## src/rtl/dus_pkg.sv

```systemverilog
package dus_pkg;
  localparam int REF_CFG_W = 4;
  localparam int SLV_CFG_W = 8;
  localparam int TAP_W     = 6;
  localparam int REF_BASE  = 2;

  typedef struct packed {
    logic timer;
    logic lock_edge;
    logic forced;
  } slv_cause_t;
endpackage

```

## src/rtl/interval_timer.sv

```systemverilog
module interval_timer #(
  parameter int CFG_W       = 4,
  parameter bit ZERO_IS_MAX = 1'b0,
  parameter int OFFSET      = 2
) (
  input  logic             clk,
  input  logic             rst_n,
  input  logic             run,
  input  logic [CFG_W-1:0] cfg,
  input  logic             restart,
  output logic             hit
);
  localparam int CW = CFG_W + 1;

  logic [CW-1:0] cnt;
  logic [CW-1:0] per;
  logic [CW-1:0] next_per;
  logic [CW-1:0] eff_per;
  logic          armed;

  generate
    if (ZERO_IS_MAX) begin : g_zero_max
      assign next_per = (cfg == '0) ? CW'(1 << CFG_W) : CW'(cfg);
    end else begin : g_offset
      assign next_per = CW'(cfg) + CW'(OFFSET);
    end
  endgenerate

  assign eff_per = armed ? per : next_per;
  assign hit     = run && (cnt == eff_per - CW'(1));

  always_ff @(posedge clk or negedge rst_n) begin
    if (!rst_n) begin
      cnt   <= '0;
      per   <= '0;
      armed <= 1'b0;
    end else if (!run) begin
      cnt   <= '0;
      armed <= 1'b0;
    end else if (hit || restart) begin
      cnt   <= '0;
      per   <= next_per;
      armed <= 1'b1;
    end else begin
      cnt <= cnt + CW'(1);
      if (!armed) begin
        per   <= next_per;
        armed <= 1'b1;
      end
    end
  end

  assert_cnt_in_range_R2: assert property (@(posedge clk) disable iff (!rst_n)
    run |-> (cnt < eff_per));
  assert_idle_counter_R8: assert property (@(posedge clk) disable iff (!rst_n)
    !run |=> (cnt == '0));
endmodule

```

## src/rtl/slave_update_ctrl.sv

```systemverilog
module slave_update_ctrl
  import dus_pkg::*;
#(
  parameter int TW = TAP_W
) (
  input  logic          clk,
  input  logic          rst_n,
  input  logic          en,
  input  logic          locked,
  input  logic          force_req,
  input  logic          gate,
  input  logic          timer_hit,
  input  logic [TW-1:0] target_tap,
  output logic          restart,
  output logic          slv_upd,
  output logic [TW-1:0] slv_tap
);
  logic       locked_q;
  slv_cause_t cause;

  always_comb begin
    cause.timer     = timer_hit;
    cause.lock_edge = en && locked && !locked_q;
    cause.forced    = force_req;
  end

  assign restart = (|cause) && !gate;

  always_ff @(posedge clk or negedge rst_n) begin
    if (!rst_n) begin
      locked_q <= 1'b0;
      slv_upd  <= 1'b0;
      slv_tap  <= '0;
    end else begin
      locked_q <= en ? locked : 1'b0;
      slv_upd  <= restart;
      if (restart) slv_tap <= target_tap;
    end
  end

  assert_gate_blocks_R5: assert property (@(posedge clk) disable iff (!rst_n)
    gate |=> !slv_upd);
  assert_force_update_R4: assert property (@(posedge clk) disable iff (!rst_n)
    (force_req && !gate) |=> slv_upd);
  assert_lock_edge_R3: assert property (@(posedge clk) disable iff (!rst_n)
    (en && $past(en) && $rose(locked) && !gate) |=> slv_upd);
  assert_capture_R7: assert property (@(posedge clk) disable iff (!rst_n)
    slv_upd |-> (slv_tap == $past(target_tap)));
endmodule

```

## src/rtl/tap_select.sv

```systemverilog
module tap_select #(
  parameter int TW = 6
) (
  input  logic          ovr_en,
  input  logic [TW-1:0] ovr_tap,
  input  logic [TW-1:0] slv_tap,
  output logic [TW-1:0] tap_out
);
  assign tap_out = ovr_en ? ovr_tap : slv_tap;
endmodule

```

## src/rtl/dll_update_sched.sv

```systemverilog
module dll_update_sched
  import dus_pkg::*;
(
  input  logic                 clk,
  input  logic                 rst_n,
  input  logic                 dll_en,
  input  logic [REF_CFG_W-1:0] ref_int,
  input  logic [SLV_CFG_W-1:0] slv_int,
  input  logic                 slv_gate,
  input  logic                 slv_force,
  input  logic                 ovr_en,
  input  logic [TAP_W-1:0]     ovr_tap,
  input  logic                 locked,
  input  logic [TAP_W-1:0]     target_tap,
  output logic                 ref_upd,
  output logic                 slv_upd,
  output logic [TAP_W-1:0]     tap_out
);
  logic             ref_hit;
  logic             slv_hit;
  logic             slv_restart;
  logic [TAP_W-1:0] slv_tap;

  interval_timer #(.CFG_W(REF_CFG_W), .ZERO_IS_MAX(1'b0), .OFFSET(REF_BASE)) u_ref_tmr (
    .clk(clk), .rst_n(rst_n), .run(dll_en), .cfg(ref_int),
    .restart(1'b0), .hit(ref_hit)
  );

  interval_timer #(.CFG_W(SLV_CFG_W), .ZERO_IS_MAX(1'b1), .OFFSET(0)) u_slv_tmr (
    .clk(clk), .rst_n(rst_n), .run(dll_en), .cfg(slv_int),
    .restart(slv_restart), .hit(slv_hit)
  );

  slave_update_ctrl #(.TW(TAP_W)) u_ctrl (
    .clk(clk), .rst_n(rst_n), .en(dll_en), .locked(locked),
    .force_req(slv_force), .gate(slv_gate), .timer_hit(slv_hit),
    .target_tap(target_tap), .restart(slv_restart),
    .slv_upd(slv_upd), .slv_tap(slv_tap)
  );

  tap_select #(.TW(TAP_W)) u_tap (
    .ovr_en(ovr_en), .ovr_tap(ovr_tap), .slv_tap(slv_tap), .tap_out(tap_out)
  );

  always_ff @(posedge clk or negedge rst_n) begin
    if (!rst_n) ref_upd <= 1'b0;
    else        ref_upd <= ref_hit;
  end

  assert_ref_single_R9: assert property (@(posedge clk) disable iff (!rst_n)
    ref_upd |=> !ref_upd);
  assert_ref_quiet_R8: assert property (@(posedge clk) disable iff (!rst_n)
    !dll_en |=> !ref_upd);
  assert_slv_quiet_R8: assert property (@(posedge clk) disable iff (!rst_n)
    (!dll_en && !slv_force) |=> !slv_upd);
endmodule

```

## config.mk

```make
export PLATFORM = sky130hd
export DESIGN_NAME = dll_update_sched
export DESIGN_NICKNAME = d
export VERILOG_FILES = /design/src/rtl/dus_pkg.sv /design/src/rtl/interval_timer.sv /design/src/rtl/slave_update_ctrl.sv /design/src/rtl/tap_select.sv /design/src/rtl/dll_update_sched.sv
export SDC_FILE = /design/constraint.sdc
export NUM_CORES = 1
export LEC_CHECK = 0
export BUFFER_PORTS_ARGS = -buffer_cell sky130_fd_sc_hd__buf_2
export CAP_MARGIN = 25
export CORE_UTILIZATION = 35
export DETAILED_ROUTE_END_ITERATION = 7
export PLACE_DENSITY = 0.65
export SLEW_MARGIN = 10
export SYNTH_ARGS = -nofsm -noshare
export SYNTH_HDL_FRONTEND = slang
export SYNTH_SLANG_ARGS = --single-unit
```

## constraint.sdc

```tcl
create_clock -name clk -period 2.9 [get_ports clk]
set_input_delay 0.145 -clock clk [delete_from_list [all_inputs] [get_ports clk]]
set_output_delay 0.145 -clock clk [all_outputs]
set_load 0.02 [all_outputs]
```

# Word level (Yosys, flattened, before mapping)
# Index checks and enable logic that the tools add are counted.
op_classes:
  n_addsub: 5
  mux: 12
  n_eq_ne: 2
  n_reduce_logical: 10
ops:
  columns: ["cell", "n"]
  rows:
  - ["9-bit 2-to-1 mux", 5]
  - ["5-bit 2-to-1 mux", 4]
  - ["9-bit by 1-bit adder with 9-bit output (second input constant)", 1]
  - ["9-bit equality test", 1]
  - ["9-bit by 1-bit subtractor with 9-bit output (second input constant)", 1]
  - ["8-bit zero test", 1]
  - ["6-bit 2-to-1 mux", 1]
  - ["4-bit by 2-bit adder with 5-bit output (second input constant)", 1]
  - ["5-bit by 1-bit adder with 5-bit output (second input constant)", 1]
  - ["5-bit equality test", 1]
  - ["1-bit logical AND", 5]
  - ["5-bit by 1-bit subtractor with 5-bit output (second input constant)", 1]
  - ["3-bit OR reduction", 1]
  - ["1-bit zero test", 2]
  - ["1-bit 2-to-1 mux", 2]
  - ["1-bit logical OR", 1]
totals:
  ff_bits: 38
  input_bits: 31

# Depth between registers and ports, before layout
logic_depth:
  word_depth: 11
  depth_mapped: 12
  mapped_depth_nobuf: 9

# Modules after synthesis
# From an unflattened synthesis, not the netlist that was laid out.
unflattened:
  hier_cells: 271
  area_unflattened_um2: 2632.5
modules_own_cells:
  columns: ["mod", "area_each_um2", "seq_area_each_um2", "instances", "cells_each"]
  rows:
  - ["interval_timer (u_slv_tmr)", 1391.3, 475.5, 1, 152]
  - ["interval_timer (u_ref_tmr)", 795.8, 275.3, 1, 92]
  - ["slave_update_ctrl", 315.3, 200.2, 1, 18]
  - ["tap_select", 101.3, 0.0, 1, 7]
  - ["dll_update_sched", 28.8, 25.0, 1, 2]

# Worst setup path before layout
# OpenSTA, ideal clock, no wires.
synth_timing:
  path_kind: "reg2reg"
  from: "register u_slv_tmr.armed"
  to: "register u_ctrl.slv_tap[0]"
  path_buffers: 2
  path_stages_with_launch: 12
  period_less_slack_ns: 2.590
  setup_time_ns: 0.125
  t_required_ns: 2.775
  arrival_ns: 2.465
  path_slack_ns: 0.310
  path_cell_list: "dfrtp_1 buf_4 buf_4 mux2i_1 ha_1 xnor2_1 xnor2_1 nand4_1 nor3_1 nand4_2 o21ai_2 mux2_2"
synth_between:
  elab_chain_cells: 6
synth_rtl:
  columns: ["element", "line_no", "rtl"]
  rows:
  - ["from (decl)", "interval_timer.sv:19", "logic armed;"]
  - ["from (signal assigned)", "interval_timer.sv:36", "armed <= 1'b0;"]
  - ["from (signal assigned)", "interval_timer.sv:39", "armed <= 1'b0;"]
  - ["from (signal assigned)", "interval_timer.sv:43", "armed <= 1'b1;"]
  - ["9-bit 2-to-1 mux", null, null]
  - ["9-bit by 1-bit subtractor with 9-bit output", "interval_timer.sv:30", "assign hit = run && (cnt == eff_per - CW'(1));"]
  - ["9-bit equality test", "interval_timer.sv:30", null]
  - ["1-bit logical AND", "interval_timer.sv:30", null]
  - ["3-bit OR reduction", "slave_update_ctrl.sv:27", "assign restart = (|cause) && !gate;"]
  - ["1-bit logical AND", "slave_update_ctrl.sv:27", null]
  - ["net slv_restart", "dll_update_sched.sv:21", "logic slv_restart;"]
  - ["to (signal assigned)", "slave_update_ctrl.sv:37", "if (restart) slv_tap <= target_tap;"]
  - ["to (decl)", "slave_update_ctrl.sv:16", "output logic [TW-1:0] slv_tap"]
# The timed path passes the listed nets, and every way through them passes these cells.
# A chain may end at the register's enable or synchronous reset.

# Worst setup path in the final report
layout_timing:
  from: "register u_slv_tmr.armed"
  to: "register u_ctrl.slv_tap[1]"
# The elaborated chain is that of the path after synthesis.

==> results.yml <==
routing:
  via_count: 1568
  viasPerCell: 4.946
  drtIter0Drc: 51
  route.detailed.drc: 0
  dr.pass1.iters: 4
  wl_per_cell_um: 13.36
  postRouteAntennaNets: 0
  routed_wirelength_mm: 4.235
global_routing:
  grt-ovfl-total: 0
  grt_start_max_net_pins: 39
  antenna_found_initial: 0
  grt_pass1_wl_mm: 7.148
  grtUsageTotal_pct: 14.40
  grt_pass1_vias: 1492
worst_setup_path:
  crit_type: "flop to flop"
  reg2regPathDepth: 9
  end_kind: "flop"
  crit_path_start_kind: "flop"
  crit_required_ps: 3070
  r2r_end: "u_ctrl.slv_tap[1]$_DFFE_PN0P_"
  crit_arrival_ps: 2870
  worstSetupStartpoint: "u_slv_tmr.armed$_DFF_PN0_"
  rrSetupSlack_ps: 200
  path_max_fanout: 7
  worstReg2RegStart: "u_slv_tmr.armed$_DFF_PN0_"
cts:
  cts_max_path_buffers: 2
  clk_pin_slew_ps: 70
  cts_resized: 0
  root_buffer: "clkbuf_8"
  cts_tree: "done"
  cts_setup_buffers: 0
  cts_sinks: 38
  h-tree-depth: 2
  clk_latency_ps: 290
  cts_buffers: 5
status:
  status: "finished, final reports clean"
layout:
  nets: 277
  num_antenna_cells: 0
  drive_above_1_share_pct: 30.58
  utilization_pct: 42.86
  stdcell_count: 317
  syn_to_final_growth_pct: 16.09
yosys:
  ys_ff_latch: 38
  yosysSeqAreaShare_pct: 42.74
  syn-mean-instance-area_um2: 11.18
  syn-cell-area_um2: 2225
  synth-edff-count: 0
  yosys_warnings: 0
  synth_top_family_by_area: "multiplexers"
  syn-num-nets: 235
  synth_cell_types: 35
  synth_compound_area_share_pct: 5.062
  muxShareOfSynthArea_pct: 19.35
  synth_ff_type: "dfrtp_1"
  synth_xor_xnor_area_share_pct: 13.22
  netlist_instances: 199
  synthAdderAreaFrac_pct: 2.812
  synthSimpleGateAreaFrac_pct: 14.57
  async_flop_share_pct: 100.0
floorplan:
  dieArea_um2: 6679
  io_pins: 39
  die_y_um: 81.73
  die_w_um: 81.73
  core_region_area_um2: 6026
  start_util_pct: 36.92
  num_rows: 28
timing:
  finalCritPeriodShare_pct: 93.00
  setup_slack_ps: 202.9
  worst_slew_pin_slew_ps: 853.6
  slew_violations: 0
  period_needed_ps: 2697
  slew_headroom_pct: 43.10
  max_freq_ghz: 0.3708
  clock_skew_ps: 5.361
  setup_viol: 0
  setup_tns_ps: 0
  hold_violations: 0
  rsz0062_at_grt: "no"
placement:
  hpwlAfterDp_mm: 3.289
  portBuffers: 38
  gp_congestion: 0.8795
  placed_cells: 308
  place_ws_ps: 210.6
hold_path:
  min_from: "target_tap[5]"
  min_to: "u_ctrl.slv_tap[5]$_DFFE_PN0P_"
  hold_path_class: "primary input to flop"
  whs_path_depth: 2
pwr:
  leakagePower_nw: 1.198
  total_power_mw: 1.297
  powerDensity_nw_per_um2: 502.4
  ir_worst_vdd_mv: 0.2087
flow_run:
  cap_violations: 0
## Yosys cell counts, types with 2 or more instances
cell type | instances | area share, %
a21oi_1 | 4 | 0.90
and2_1 | 2 | 0.56
and3_1 | 3 | 0.84
buf_4 | 2 | 0.67
dfrtp_1 | 38 | 43
ha_1 | 5 | 2.8
inv_1 | 4 | 0.67
mux2_2 | 16 | 8.1
mux2_4 | 8 | 5.4
mux2i_1 | 13 | 5.8
nand2_1 | 8 | 1.3
nand3_1 | 10 | 2.2
nand4_1 | 2 | 0.56
nor2_1 | 15 | 2.5
nor2b_1 | 2 | 0.56
nor3_1 | 8 | 1.8
nor3b_1 | 5 | 1.7
o21ai_0 | 3 | 0.67
o21ai_2 | 2 | 0.79
o221ai_1 | 2 | 0.79
o31ai_1 | 2 | 0.67
or3_1 | 2 | 0.56
or4_1 | 2 | 0.67
xnor2_1 | 20 | 7.9
xor2_1 | 11 | 4.3
## routing by layer
layer | up-vias | routed length, µm | GRT usage, %
li1 | 789 | - | -
met1 | 730 | 2044 | 19.40
met2 | 40 | 1870 | 21.49
met3 | 9 | 205 | 2.778
met4 | 0 | 114 | 8.070
met5 | - | 0 | 0
## where the power goes
part	internal, mW	switching, mW
combinational	0.157	0.145
sequential	0.584	0.0433
clock	0.192	0.177
## cells in the final DEF (no fill, tap or decap), types with 3 or more instances in the layout
cell | synthesis | layout
xor2_1 | 11 | 11
nor2_1 | 15 | 15
nand3_1 | 10 | 10
o21ai_0 | 3 | 3
inv_1 | 4 | 4
nor3_1 | 8 | 8
xnor2_1 | 20 | 20
mux2i_1 | 13 | 13
mux2_2 | 16 | 16
nor3b_1 | 5 | 5
dfrtp_1 | 38 | 38
mux2_4 | 8 | 8
nand2_1 | 8 | 8
ha_1 | 5 | 5
buf_2 | 1 | 38
clkbuf_8 | 0 | 6
and3_1 | 3 | 3
a21oi_1 | 4 | 4
## logic make-up after synthesis
kind of cell / after synthesis
AO/OA/AOI/OAI: 16
AND/OR/NAND/NOR: 62
adder cells (fa/ha/maj): 5
multiplexers: 37
buffers and inverters: 9
XOR/XNOR: 32
flip-flops: 38
## area by class of cell
cell class	instances	area (µm²)
multi-input combinational	152	1224
sequential	38	950.9
tap	75	93.84
inverter	4	15.01
timing repair buffer	40	207.7
clock buffer	7	86.33
fill	580	3443
clock inverter	1	5.005
## worst max-delay path, stage by stage, from the launching register on
cell and delay (ps):
dfrtp_1 430, mux2i_1 290, ha_1 280, xnor2_1 160, xnor2_1 140, nand4_1 110, nor3_1 270, nand4_2 180
o21ai_2 340, mux2_2 380
## metrics by stage
step / hold WS [ps] / cell area [µm²]
after floorplan: -150.6 / 2225
after global placement: 298.9 / 2481
after detailed placement: 305.2 / 2481
after CTS: 80.15 / 2582
after global routing: 83.49 / 2582
final: 88.04 / 2582
## worst max-delay path by stage
stage,endpoint,slack (ps),depth (start not counted)
3_5_place_dp,u_ctrl.slv_tap[1]$_DFFE_PN0P_,210,9
5_1_grt,u_ctrl.slv_tap[1]$_DFFE_PN0P_,30,9
4_1_cts,u_ctrl.slv_tap[1]$_DFFE_PN0P_,200,9
3_3_place_gp,u_ctrl.slv_tap[1]$_DFFE_PN0P_,310,9
6_report,u_ctrl.slv_tap[1]$_DFFE_PN0P_,200,9
2_1_floorplan,u_ctrl.slv_tap[0]$_DFFE_PN0P_,310,11
## state kept, by name, indices dropped and copies added (netlist names)
name,cells
u_ctrl.slv_upd,1
u_ref_tmr.cnt,5
u_ref_tmr.per,5
u_ctrl.slv_tap,6
u_slv_tmr.cnt,9
u_ctrl.locked_q,1
u_slv_tmr.armed,1
ref_upd,1
u_slv_tmr.per,9
## timing repair
| item | in CTS | in global routing |
|---|---|---|
| setup endpoints to repair | 0 | 0 |
| hold buffers | 1 | 0 |
| endpoints found under the hold margin | 38 | 0 |
Power figures use the tool's default switching activity.
